<file path="config.mk">
export PLATFORM = sky130hd
export DESIGN_NAME = selfroute_fabric
export DESIGN_NICKNAME = d
export VERILOG_FILES = /design/src/rtl/sr_fabric_pkg.sv /design/src/rtl/sr_rr_arb.sv /design/src/rtl/sr_node.sv /design/src/rtl/selfroute_fabric.sv
export SDC_FILE = /design/constraint.sdc
export NUM_CORES = 1
export LEC_CHECK = 0
export ABC_AREA = 1
export BUFFER_PORTS_ARGS = -buffer_cell sky130_fd_sc_hd__buf_2
export CORE_UTILIZATION = 57
export DETAILED_ROUTE_END_ITERATION = 7
export MAX_ROUTING_LAYER = met4
export PLACE_DENSITY_LB_ADDON = 0.08
export REMOVE_ABC_BUFFERS = 1
export SKIP_CTS_REPAIR_TIMING = 1
export SLEW_MARGIN = 20
export SYNTH_ARGS = -nofsm -noshare
export SYNTH_HDL_FRONTEND = slang
export SYNTH_SLANG_ARGS = --single-unit
</file>
<file path="constraint.sdc">
create_clock -name clk -period 2.65 [get_ports clk]
set_input_delay 0.1325 -clock clk [delete_from_list [all_inputs] [get_ports clk]]
set_output_delay 0.1325 -clock clk [all_outputs]
set_load 0.01 [all_outputs]
</file>
<file path="src/rtl/sr_fabric_pkg.sv">
package sr_fabric_pkg;

  // Priority state of one node output: which input wins a tie.
  typedef enum logic {
    FAVOR_UPPER = 1'b0,
    FAVOR_LOWER = 1'b1
  } rr_pref_t;

  // Lower line of pair number e when lines are paired on bit p:
  // a zero is inserted at bit position p of e.
  function automatic int pair_low_line(input int e, input int p);
    return ((e >> p) << (p + 1)) | (e & ((1 << p) - 1));
  endfunction

endpackage

</file>
<file path="src/rtl/sr_rr_arb.sv">
module sr_rr_arb
  import sr_fabric_pkg::*;
(
  input  logic       clk,
  input  logic       rst,
  input  logic [1:0] req,
  input  logic       advance,
  output logic [1:0] gnt
);

  rr_pref_t pref;

  always_comb begin
    if (req == 2'b11) begin
      gnt = (pref == FAVOR_LOWER) ? 2'b10 : 2'b01;
    end else begin
      gnt = req;
    end
  end

  // Flip the preference only when a tie was actually resolved.
  always_ff @(posedge clk) begin
    if (rst) begin
      pref <= FAVOR_UPPER;
    end else if (req == 2'b11 && advance) begin
      pref <= gnt[0] ? FAVOR_LOWER : FAVOR_UPPER;
    end
  end

endmodule

</file>
<file path="src/rtl/sr_node.sv">
module sr_node #(
  parameter int DEST_W  = 3,
  parameter int DATA_W  = 16,
  parameter int SEL_BIT = 0
) (
  input  logic                clk,
  input  logic                rst,
  input  logic [1:0]          in_v,
  input  logic [2*DEST_W-1:0] in_dest,
  input  logic [2*DATA_W-1:0] in_data,
  output logic [1:0]          in_rdy,
  output logic [1:0]          out_v,
  output logic [2*DEST_W-1:0] out_dest,
  output logic [2*DATA_W-1:0] out_data,
  input  logic [1:0]          out_rdy
);

  logic [1:0] steer;
  logic [1:0] load_ok;
  logic [1:0] gnt [2];

  assign steer[0] = in_dest[SEL_BIT];
  assign steer[1] = in_dest[DEST_W + SEL_BIT];

  for (genvar o = 0; o < 2; o++) begin : g_out
    logic [1:0] req;
    assign req[0]     = in_v[0] && (steer[0] == 1'(o));
    assign req[1]     = in_v[1] && (steer[1] == 1'(o));
    assign load_ok[o] = !out_v[o] || out_rdy[o];

    sr_rr_arb u_arb (
      .clk     (clk),
      .rst     (rst),
      .req     (req),
      .advance (load_ok[o]),
      .gnt     (gnt[o])
    );

    always_ff @(posedge clk) begin
      if (rst) begin
        out_v[o] <= 1'b0;
      end else if (load_ok[o]) begin
        out_v[o] <= |gnt[o];
      end
    end

    always_ff @(posedge clk) begin
      if (load_ok[o] && (|gnt[o])) begin
        out_dest[o*DEST_W +: DEST_W] <= gnt[o][1] ? in_dest[DEST_W +: DEST_W]
                                                  : in_dest[0 +: DEST_W];
        out_data[o*DATA_W +: DATA_W] <= gnt[o][1] ? in_data[DATA_W +: DATA_W]
                                                  : in_data[0 +: DATA_W];
      end
    end
  end

  always_comb begin
    for (int i = 0; i < 2; i++) begin
      in_rdy[i] = (gnt[0][i] && load_ok[0]) || (gnt[1][i] && load_ok[1]);
    end
  end

endmodule

</file>
<file path="src/rtl/selfroute_fabric.sv">
module selfroute_fabric
  import sr_fabric_pkg::*;
#(
  parameter int PORTS  = 8,
  parameter int DATA_W = 16,
  parameter int DEST_W = $clog2(PORTS)
) (
  input  logic                     clk,
  input  logic                     rst,
  input  logic [PORTS-1:0]         in_valid,
  input  logic [PORTS*DEST_W-1:0]  in_dest,
  input  logic [PORTS*DATA_W-1:0]  in_data,
  output logic [PORTS-1:0]         in_ready,
  output logic [PORTS-1:0]         out_valid,
  output logic [PORTS*DEST_W-1:0]  out_dest,
  output logic [PORTS*DATA_W-1:0]  out_data
);

  localparam int STAGES = DEST_W;
  localparam int HALF   = PORTS / 2;
  localparam int LINES  = (STAGES + 1) * PORTS;

  // Line bundles between ranks: rank s reads lines [s*PORTS +: PORTS].
  logic [LINES-1:0]        lv;
  logic [LINES-1:0]        lr;
  logic [LINES*DEST_W-1:0] ld;
  logic [LINES*DATA_W-1:0] lp;

  assign lv[0 +: PORTS]          = in_valid;
  assign ld[0 +: PORTS*DEST_W]   = in_dest;
  assign lp[0 +: PORTS*DATA_W]   = in_data;
  assign in_ready                = lr[0 +: PORTS];
  assign out_valid               = lv[STAGES*PORTS +: PORTS];
  assign out_dest                = ld[STAGES*PORTS*DEST_W +: PORTS*DEST_W];
  assign out_data                = lp[STAGES*PORTS*DATA_W +: PORTS*DATA_W];
  assign lr[STAGES*PORTS +: PORTS] = '1;

  for (genvar s = 0; s < STAGES; s++) begin : g_rank
    for (genvar e = 0; e < HALF; e++) begin : g_node
      localparam int SEL = STAGES - 1 - s;
      localparam int LO  = pair_low_line(e, SEL);
      localparam int HI  = LO + (1 << SEL);
      localparam int A   = s * PORTS;
      localparam int B   = (s + 1) * PORTS;

      logic [1:0]          n_rdy;
      logic [1:0]          n_v;
      logic [2*DEST_W-1:0] n_d;
      logic [2*DATA_W-1:0] n_p;

      sr_node #(
        .DEST_W  (DEST_W),
        .DATA_W  (DATA_W),
        .SEL_BIT (SEL)
      ) u_node (
        .clk      (clk),
        .rst      (rst),
        .in_v     ({lv[A+HI], lv[A+LO]}),
        .in_dest  ({ld[(A+HI)*DEST_W +: DEST_W], ld[(A+LO)*DEST_W +: DEST_W]}),
        .in_data  ({lp[(A+HI)*DATA_W +: DATA_W], lp[(A+LO)*DATA_W +: DATA_W]}),
        .in_rdy   (n_rdy),
        .out_v    (n_v),
        .out_dest (n_d),
        .out_data (n_p),
        .out_rdy  ({lr[B+HI], lr[B+LO]})
      );

      assign lr[A+LO] = n_rdy[0];
      assign lr[A+HI] = n_rdy[1];
      assign lv[B+LO] = n_v[0];
      assign lv[B+HI] = n_v[1];
      assign ld[(B+LO)*DEST_W +: DEST_W] = n_d[0 +: DEST_W];
      assign ld[(B+HI)*DEST_W +: DEST_W] = n_d[DEST_W +: DEST_W];
      assign lp[(B+LO)*DATA_W +: DATA_W] = n_p[0 +: DATA_W];
      assign lp[(B+HI)*DATA_W +: DATA_W] = n_p[DATA_W +: DATA_W];
    end
  end

endmodule

</file>
==> flow_summary.yaml, run 1 <==
clock_network:
  cts_root_buf: "clkbuf_16"
  cts_sinks: 504
  htreeDepth: 2
  cts.clk_slew.worst_paths_ns: 0.06
  cts_tree: "yes"
  clockBufferDepth: 3
  cts_buffers: 50
  worstSkewPairLatency_ns: 0.58
power_and_ir_drop:
  irDropWorstVdd_uv: 549
  p_comb_frac: 0.124
  switching_share: 0.252
  leakage_uw: 0.0116
  p_clk_frac: 0.377
  power_density_nw_per_um2: 747
  pwr-share-seq: 0.499
  switchingPower_uw: 5070
  p_int_uw: 15000
yosys:
  synth_top_area_frac: 0.626
  netlist_area_um2: 21900
  synth_seq_cells: 504
  synth_cell_types: 27
  yosys.area.top_type: "edfxtp_1"
  synth_area_leaders: "edfxtp_1 63%, o21ai_0 10%, nand2_1 9.7%"
  yosysSeqAreaShare: 0.670
  ys_warn_count: 0
  syn_inst: 2127
  synth_area_per_cell_um2: 10.3
global_route:
  grt-ovfl-total: 0
  antenna_found_initial: 2
  grt_pass1_wl_um: 88900
  grt_max_degree: 40
  grt_pass1_vias: 14800
  grt_use_total: 0.331
sta:
  min_period_ns: 2.32
  timing.final.hold_violations: 14
  timing.fmax_mhz: 432
  whs_ns: -0.0302
  drv_slew: 0
  skew_ns: 0.00949
  max-slew-margin-rel: 0.338
  setup_viol: 0
  rsz0062_at_grt: "false"
  fin_tns_setup_ns: 0
  worstMarginPinSlew_ns: 0.991
  fin_crit_sh: 0.874
run_status:
  status: "finished with violations"
  violations: "hold timing"
layout:
  final_util: 0.715
  drive_gt1_frac: 0.198
  nNetsFinal: 2732
  syn2layout_area_growth_pct: 23.2
hold_path:
  hold_class: "in -> reg"
floorplanning:
  dieArea_um2: 39200
  die-width_um: 198
  fp.coreArea_um2: 37700
  row_count: 71
  start_util: 0.581
  die_h_um: 198
  io_pins: 330
placement:
  hpwl_um: 48000
  port_buffers: 329
  gp_congestion: 1.01
setup_path:
  crit_path_max_fanout: 6
  path_class: "reg -> out"
  crit_required_ns: 2.52
  crit_path_start_kind: "flip-flop"
  cp_data_arrival_time_ns: 2.18
  endpoint_kind: "primary output"
run:
  cap_violations: 0
route:
  drtPass1Iterations: 5
  wl_per_cell_um: 20.5
  wl_um: 64100
  ant_nets: 0
  initialDrtViolationCount: 1735
  vias: 16700
  drc: 0
  viasPerCell: 5.35
==> cells by family (layout without fill, tap and decap cells) <==
logic type | after synthesis | in the layout | share of synthesized area
compound gates | 513 | 513 | 0.119
buf+inv | 411 | 894 | 0.0752
flops | 504 | 504 | 0.670
other cells | 0 | 2 | 0
simple gates | 699 | 699 | 0.136
==> area by class of cell <==
| type | count | area (um^2) |
|---|---|---|
| Antenna cell | 2 | 5.00 |
| Clock buffer | 71 | 1490 |
| Clock inverter | 21 | 289 |
| Fill cell | 2812 | 10700 |
| Inverter | 317 | 1190 |
| Multi-Input combinational cell | 1212 | 5570 |
| Sequential cell | 504 | 14700 |
| Tap cell | 511 | 639 |
| Timing Repair Buffer | 485 | 3110 |
==> worst max-delay path, stage by stage, from the launching register on <==
cell	delay, ns
edfxtp_1	0.40
inv_1	0.14
nand2_1	0.11
nor2_1	0.17
nand2_2	0.12
nand3_2	0.11
nand3_4	0.10
nand2_1	0.10
nand2_1	0.16
buf_2	0.19
==> sequential cells by signal (all words and copies together), names as in the netlist <==
name / count
g_rank.g_node.u_node.g_out.u_arb.pref: 24
g_rank.g_node.u_node.out_data: 384
g_rank.g_node.u_node.out_v: 24
g_rank.g_node.u_node.out_dest: 72
==> path summary, 6_finish.rpt <==
path / from / end / slack, ns / depth (start not counted)
worst min register to register: g_rank[1].g_node[3].u_node.g_out[1].u_arb.pref / g_rank[1].g_node[3].u_node.g_out[1].u_arb.pref / 0.47 / 2
worst min-delay path: in_data[7] / g_rank[0].g_node[0].u_node.out_data[7] / -0.03 / 3
worst max register to register: g_rank[0].g_node[1].u_node.g_out[0].u_arb.pref / g_rank[0].g_node[1].u_node.out_data[3] / 0.43 / 5
worst max-delay path: g_rank[1].g_node[0].u_node.out_dest[3] / in_ready[6] / 0.33 / 9
==> layer usage <==
metal	wire [um]	track usage	vias to the layer above
met5	0	-	-
met4	2480	0.124	0
met3	6180	0.0673	133
met2	29600	0.505	870
met1	25900	0.440	7762
li1	-	-	7955
==> power by group through the flow <==
stage          Combinational (uW)  Clock [uW]  Sequential [uW]
2_1_floorplan                1180           0            10100
3_3_place_gp                 2270           0            10200
3_5_place_dp                 2310           0            10200
4_1_cts                      2330        7630            10000
5_1_grt                      2750        7930            10100
6_report                     2490        7580            10000
==> per-stage QoR <==
stage | setup WS [ns] | cells | instance area [um^2] | hold WS (ns) | power [uW]
floorplan | 0.227 | 2033 | 21400 | 0.202 | 11300
global placement | 0.594 | 2911 | 24000 | 0.444 | 12500
detailed placement | 0.528 | 2911 | 24000 | 0.438 | 12500
CTS | 0.338 | 3003 | 25800 | -0.174 | 20000
global route | 0.203 | 3123 | 26900 | -0.0165 | 20800
finish | 0.335 | 3123 | 26900 | -0.0302 | 20100
==> synth_stat cells <==
| library cell | n |
|---|---|
| nand2_1 | 563 |
| edfxtp_1 | 456 |
| o21ai_0 | 443 |
| inv_1 | 306 |
| nor2_1 | 53 |
| clkbuf_1 | 51 |
| dfxtp_1 | 48 |
| a21oi_1 | 38 |
| buf_2 | 31 |
| nand2_2 | 21 |
| nand3_1 | 18 |
| o21ai_1 | 17 |
| nand3_2 | 13 |
| inv_2 | 11 |
| nand3_4 | 10 |
| nor3_1 | 9 |
| a31oi_1 | 8 |
| nor2_2 | 7 |
| buf_6 | 6 |
| buf_4 | 5 |
| a21oi_2 | 3 |
| nand3b_1 | 3 |
| o21ai_2 | 3 |
| buf_1 | 1 |
| nand2_4 | 1 |
| o21bai_1 | 1 |
| or2_2 | 1 |
==> cells in the final DEF, fill, tap and decap left out, types with 3 or more instances in the layout <==
cell type	instances
a21oi_1	38
a21oi_2	3
a31oi_1	8
buf_2	329
buf_4	38
bufinv_16	7
clkbuf_1	10
clkbuf_16	54
clkbuf_8	7
clkinv_2	8
clkinvlp_4	3
dfxtp_1	48
dlygate4sd3_1	118
edfxtp_1	456
inv_1	306
inv_2	11
nand2_1	563
nand2_2	21
nand3_1	18
nand3_2	13
nand3_4	10
nand3b_1	3
nor2_1	53
nor2_2	7
nor3_1	9
o21ai_0	443
o21ai_1	17
o21ai_2	3
(Power assumes the default switching activity.)
==> run 2: changes to the inputs <==
--- a/config.mk
+++ b/config.mk
@@ -8,4 +8,5 @@
 export ABC_AREA = 1
 export BUFFER_PORTS_ARGS = -buffer_cell sky130_fd_sc_hd__buf_2
+export CORE_MARGIN = 1
 export CORE_UTILIZATION = 57
 export DETAILED_ROUTE_END_ITERATION = 7
==> constraint.sdc (replaced) <==
create_clock -name clk -period 2.65 [get_ports clk]
set_input_delay 0.265 -clock clk [delete_from_list [all_inputs] [get_ports clk]]
set_output_delay 0.265 -clock clk [all_outputs]
set_load 0.01 [all_outputs]
==> run 2 against run 1 <==
Effect of this change: the flow still finishes with violations (hold timing); wire length shrank 3.1%; largest cell class unchanged; critical endpoint unchanged; sequential power barely moved; design area is 4.7% lower; count of clock-buffer cells in the layout down 5; die area stayed put.
==> flow_summary.yaml, run 2 (synthesis gave the netlist of run 1 again) <==
global_route:
  antenna_found_initial: 3
  grt_max_degree: 38
  grt_pass1_vias: 15000
  grt-ovfl-total: 0
  grt_pass1_wl_um: 90300
  grt_use_total: 0.331
clock_network:
  cts_sinks: 504
  cts_buffers: 51
  cts_root_buf: "clkbuf_16"
  cts.clk_slew.worst_paths_ns: 0.06
  htreeDepth: 2
  cts_tree: "yes"
  clockBufferDepth: 3
  worstSkewPairLatency_ns: 0.59
setup_path:
  critPathSlowestCell: "edfxtp_1"
  crit_required_ns: 2.38
  endpoint_kind: "primary output"
  path_class: "reg -> out"
  reg2reg_depth: 9
  worst_path_largest_cell_delay_ns: 0.41
  crit_top_cell: "nand2_1"
  crit_chain: "inv_1 -> nand2_1 -> nor2_1 -> nand2_2 -> nand3_2 -> nand3_4 -> nand2_1 -> nand2_1 -> buf_2"
  r2r-end: "g_rank[0].g_node[3].u_node.out_dest[4]"
  crit_path_max_fanout: 6
  r2r_slack_ns: 0.54
  crit_path_start_kind: "flip-flop"
  regToRegStartpoint: "g_rank[1].g_node[3].u_node.out_dest[0]"
  cp_data_arrival_time_ns: 2.16
route:
  initialDrtViolationCount: 1618
  met2_length_um: 28800
  wl_um: 62200
  vias: 16300
  viasPerCell: 5.41
  drtPass1Iterations: 6
  ant_nets: 0
  top_layer_used: "met4"
  drc: 0
  wl_met1_um: 25700
  wl_met3_um: 5990
  wl_per_cell_um: 20.6
layout:
  drive_gt1_frac: 0.205
  final_util: 0.682
  largest_reg_flops: 384
  mostFrequentLayoutCells: "563 x nand2_1, 456 x edfxtp_1, 443 x o21ai_0"
  multiInputGateArea_um2: 5570
  syn2layout_area_growth_pct: 17.4
  nNetsFinal: 2619
  largest_register: "g_rank.g_node.u_node.out_data"
  final_common_cell: "nand2_1"
  fill_cells: 2917
  seq_area_um2: 14700
  largest_registers: "g_rank.g_node.u_node.out_data x384, g_rank.g_node.u_node.out_dest x72"
power_and_ir_drop:
  leakage_uw: 0.0110
  power_density_nw_per_um2: 758
  irDropWorstVdd_uv: 494
hold_path:
  min_to: "g_rank[0].g_node[1].u_node.out_data[2]"
  hold_class: "in -> reg"
  hold_path_depth: 3
  hp-start: "in_data[82]"
floorplanning:
  die-width_um: 198
  fp.coreArea_um2: 37700
  start_util: 0.581
  row_count: 71
  dieArea_um2: 39200
  die_h_um: 198
  io_pins: 330
sta:
  worstMarginPinSlew_ns: 0.995
  timing.fmax_mhz: 412
  rsz0062_at_grt: "false"
  fin_tns_setup_ns: 0
  skew_ns: 0.0173
  max-slew-margin-rel: 0.335
  whs_ns: -0.0186
  timing.final.hold_violations: 6
  fin_crit_sh: 0.915
  drv_slew: 0
  min_period_ns: 2.42
  fin_ws_ns: 0.225
  setup_viol: 0
placement:
  hpwl_um: 48200
  gp_congestion: 0.990
  dp_slack_ns: 0.546
  port_buffers: 329
run:
  cap_violations: 0
run_status:
  violations: "hold timing"
  status: "finished with violations"
-- run 2: cell types whose count changed in the layout (fill, tap and decap cells not counted), moves of 3 or more --
cell	delta
dlygate4sd3_1	-114
clkbuf_8	-5
bufinv_16	-3
clkinv_2	+4
clkinv_1	+7
-- run 2: critical path, delay by kind of cell, from the launching register on --
kind	cells	cell delay (ns)
flops	1	0.41
buf+inv	2	0.31
simple gates	7	0.84
-- run 2: report_power, final --
part	internal (uW)	leakage [uW]	total (uW)	switching, uW
combinational	682	0.00559	2320	1640
clock	4100	0.000803	7100	3000
sequential	9660	0.00466	10000	392
-- run 2: final cells by class --
type	instances	area share
Sequential cell	504	0.571
Timing Repair Buffer	371	0.0773
Tap cell	511	0.0249
Clock buffer	66	0.0543
Multi-Input combinational cell	1212	0.217
Inverter	317	0.0463
Antenna cell	3	0.000292
Clock inverter	29	0.00955
-- run 2: routing by layer --
layer	up-vias	GRT usage
met2	860	0.510
met1	7614	0.460
met4	0	0.100
met5	-	-
li1	7744	-
met3	88	0.0465
-- run 2: how the worst max path moves through the flow --
stage	from	endpoint	slack (ns)	cells after the start
global placement	g_rank[1].g_node[3].u_node.out_dest[0]	g_rank[0].g_node[3].u_node.out_data[23]	0.61	9
CTS	g_rank[1].g_node[0].u_node.out_dest[3]	in_ready[6]	0.19	9
global route	g_rank[1].g_node[2].u_node.out_dest[0]	in_ready[6]	0.13	9
floorplan	g_rank[0].g_node[1].u_node.out_dest[1]	g_rank[0].g_node[3].u_node.out_data[0]	0.23	7
detailed placement	g_rank[1].g_node[3].u_node.out_dest[0]	g_rank[0].g_node[3].u_node.out_data[23]	0.55	9
finish	g_rank[1].g_node[0].u_node.out_dest[3]	in_ready[6]	0.23	9
-- run 2: metrics by stage --
stage / hold slack, ns / area, um^2 / total power, uW / cells
finish: -0.0186 / 25700 / 19500 / 3013
global route: 0.000732 / 25700 / 20100 / 3013
CTS: -0.0510 / 25600 / 19500 / 3006
detailed placement: 0.462 / 24000 / 12500 / 2911
global placement: 0.449 / 24000 / 12400 / 2911
floorplan: 0.334 / 21400 / 11300 / 2033
==> run 3: changes to the inputs <==
- clock period: 2.65 -> 2.35 ns (I/O delays scaled with it)
==> run 3 against run 2 <==
Effect of this change: the flow still finishes with violations (hold timing); wire length shrank 0.73%; utilization increased by 0.32 points; combinational power rose by 14%; sequential cell count stayed put; die area unchanged; worst setup slack lost 0.16 ns; count of clock-buffer cells in the layout grew 12; clock power increased by 8.5%; critical path type unchanged; largest cell class unchanged; largest power group unchanged.
==> flow_summary.yaml, run 3 (synthesis gave the netlist of run 1 again) <==
clock_network:
  cts.clk_slew.worst_paths_ns: 0.06
  worstSkewPairLatency_ns: 0.57
  cts_tree: "yes"
  cts_buffers: 50
  htreeDepth: 2
  cts_sinks: 504
  cts_root_buf: "clkbuf_16"
  clockBufferDepth: 3
layout:
  largest_reg_flops: 384
  syn2layout_area_growth_pct: 18.0
  final_common_cell: "nand2_1"
  largest_register: "g_rank.g_node.u_node.out_data"
  postLayoutCellArea_um2: 25800
  fill_cells: 2952
  drive_gt1_frac: 0.209
  nNetsFinal: 2632
  mostFrequentLayoutCells: "553 x nand2_1, 456 x edfxtp_1, 442 x o21ai_0"
  largest_registers: "g_rank.g_node.u_node.out_data x384, g_rank.g_node.u_node.out_dest x72"
floorplanning:
  row_count: 71
  io_pins: 330
  die_h_um: 198
  fp.coreArea_um2: 37700
  dieArea_um2: 39200
  start_util: 0.581
  die-width_um: 198
global_route:
  grt_pass1_wl_um: 88800
  grt_pass1_vias: 14700
  grt_use_total: 0.326
  grt-ovfl-total: 0
  grt_max_degree: 38
  antenna_found_initial: 5
placement:
  gp_congestion: 0.953
  dp_slack_ns: 0.217
  port_buffers: 329
  place_area_um2: 24000
  hpwl_um: 47700
route:
  initialDrtViolationCount: 1644
  wl_per_cell_um: 20.4
  vias: 16500
  drc: 0
  drtPass1Iterations: 6
  viasPerCell: 5.44
  wl_um: 61700
  ant_nets: 0
power_and_ir_drop:
  total_power_uw: 21700
  p_comb_frac: 0.122
  power_density_nw_per_um2: 840
  switching_share: 0.257
  p_clk_frac: 0.355
  pwr-share-seq: 0.523
  switchingPower_uw: 5580
  irDropWorstVdd_uv: 519
  leakage_uw: 0.0111
  p_int_uw: 16100
setup_path:
  crit_required_ns: 2.12
  r2r_slack_ns: 0.22
  reg2reg_depth: 7
  endpoint_kind: "primary output"
  crit_chain: "inv_2 -> nand2_1 -> nor2_2 -> nand2_2 -> nand3_4 -> nand3_4 -> nand2_1 -> nand2_1 -> buf_2"
  path_class: "reg -> out"
  regToRegStartpoint: "g_rank[0].g_node[0].u_node.out_dest[1]"
  critPathSlowestCell: "edfxtp_1"
  cp_data_arrival_time_ns: 2.05
  crit_path_start_kind: "flip-flop"
  worst_path_largest_cell_delay_ns: 0.42
  crit_top_cell: "nand2_1"
  r2r-end: "g_rank[0].g_node[2].u_node.out_data[13]"
  crit_path_max_fanout: 6
sta:
  timing.fmax_mhz: 437
  fin_crit_sh: 0.974
  timing.final.hold_violations: 14
  fin_ws_ns: 0.0612
  max-slew-margin-rel: 0.498
  setup_viol: 0
  rsz0062_at_grt: "true"
  whs_ns: -0.0339
  drv_slew: 0
  min_period_ns: 2.29
  skew_ns: 0.0132
  worstMarginPinSlew_ns: 0.751
run_status:
  status: "finished with violations"
  violations: "hold timing"
hold_path:
  hold_path_depth: 3
  hold_class: "in -> reg"
  min_to: "g_rank[0].g_node[3].u_node.out_data[30]"
  hp-start: "in_data[126]"
run:
  cap_violations: 0
## run 3: cell count changes in the layout (fill, tap and decap cells not counted), sizes merged, moves of 2 or more
| cell | before | now |
|---|---|---|
| dlygate4sd3 | 4 | 10 |
| buf | 367 | 375 |
| diode | 3 | 6 |
| bufinv | 4 | 2 |
| clkinvlp | 3 | 0 |
| clkinv | 21 | 13 |
| clkbuf | 66 | 78 |
## run 3: metal layers
layer,vias up,global-route usage,part of all wire
li1,7772,-,-
met1,7724,0.459,0.41
met2,869,0.497,0.46
met3,115,0.0405,0.093
met4,0,0.106,0.033
met5,-,-,0
## run 3: power groups by stage
| stage | combinational, uW | clock (uW) | sequential (uW) |
|---|---|---|---|
| 4_1_cts | 2610 | 7740 | 11300 |
| 6_report | 2640 | 7700 | 11300 |
| 5_1_grt | 2930 | 8080 | 11400 |
| 2_1_floorplan | 1330 | 0 | 11400 |
| 3_5_place_dp | 2590 | 0 | 11500 |
| 3_3_place_gp | 2540 | 0 | 11500 |
## run 3: critical path: cells and delay by family, from the launching register on
family	cells	cell delay (ns)
and+or+nand+nor	7	0.80
DFF	1	0.42
buffers and inverters	2	0.26
## run 3: how the worst max path moves through the flow
stage | from | end | slack, ns | depth (start not counted)
finish | g_rank[1].g_node[0].u_node.out_dest[3] | in_ready[0] | 0.06 | 9
global route | g_rank[1].g_node[0].u_node.out_dest[3] | in_ready[2] | -0.01 | 9
CTS | g_rank[1].g_node[0].u_node.out_dest[3] | in_ready[6] | -0.1 | 9
detailed placement | g_rank[1].g_node[3].u_node.out_dest[0] | g_rank[0].g_node[3].u_node.out_data[31] | 0.22 | 9
global placement | g_rank[1].g_node[3].u_node.out_dest[0] | g_rank[0].g_node[3].u_node.out_data[18] | 0.32 | 9
floorplan | g_rank[0].g_node[1].u_node.out_dest[1] | g_rank[0].g_node[3].u_node.out_data[0] | -0.07 | 7
## run 3: final cells by class
cell class,instances,area [um^2],share of cell area
repair buffers,385,2100,0.0815
well taps,511,639,0.0248
clock buffers,78,1440,0.0558
inverters,317,1190,0.0461
clock inverters,15,115,0.00446
multi-input cells,1212,5650,0.219
flip-flops and latches,504,14700,0.568
diodes,6,15.0,0.000582
## run 3: metrics by stage
step                cells  setup TNS (ns)  hold slack, ns  utilization
floorplan            2033           -1.51           0.304            -
global placement     2916               0           0.453        0.638
detailed placement   2916               0           0.465        0.638
CTS                  3009          -0.152         -0.0546        0.679
global route         3027         -0.0495         0.00175        0.685
finish               3028               0         -0.0339        0.685
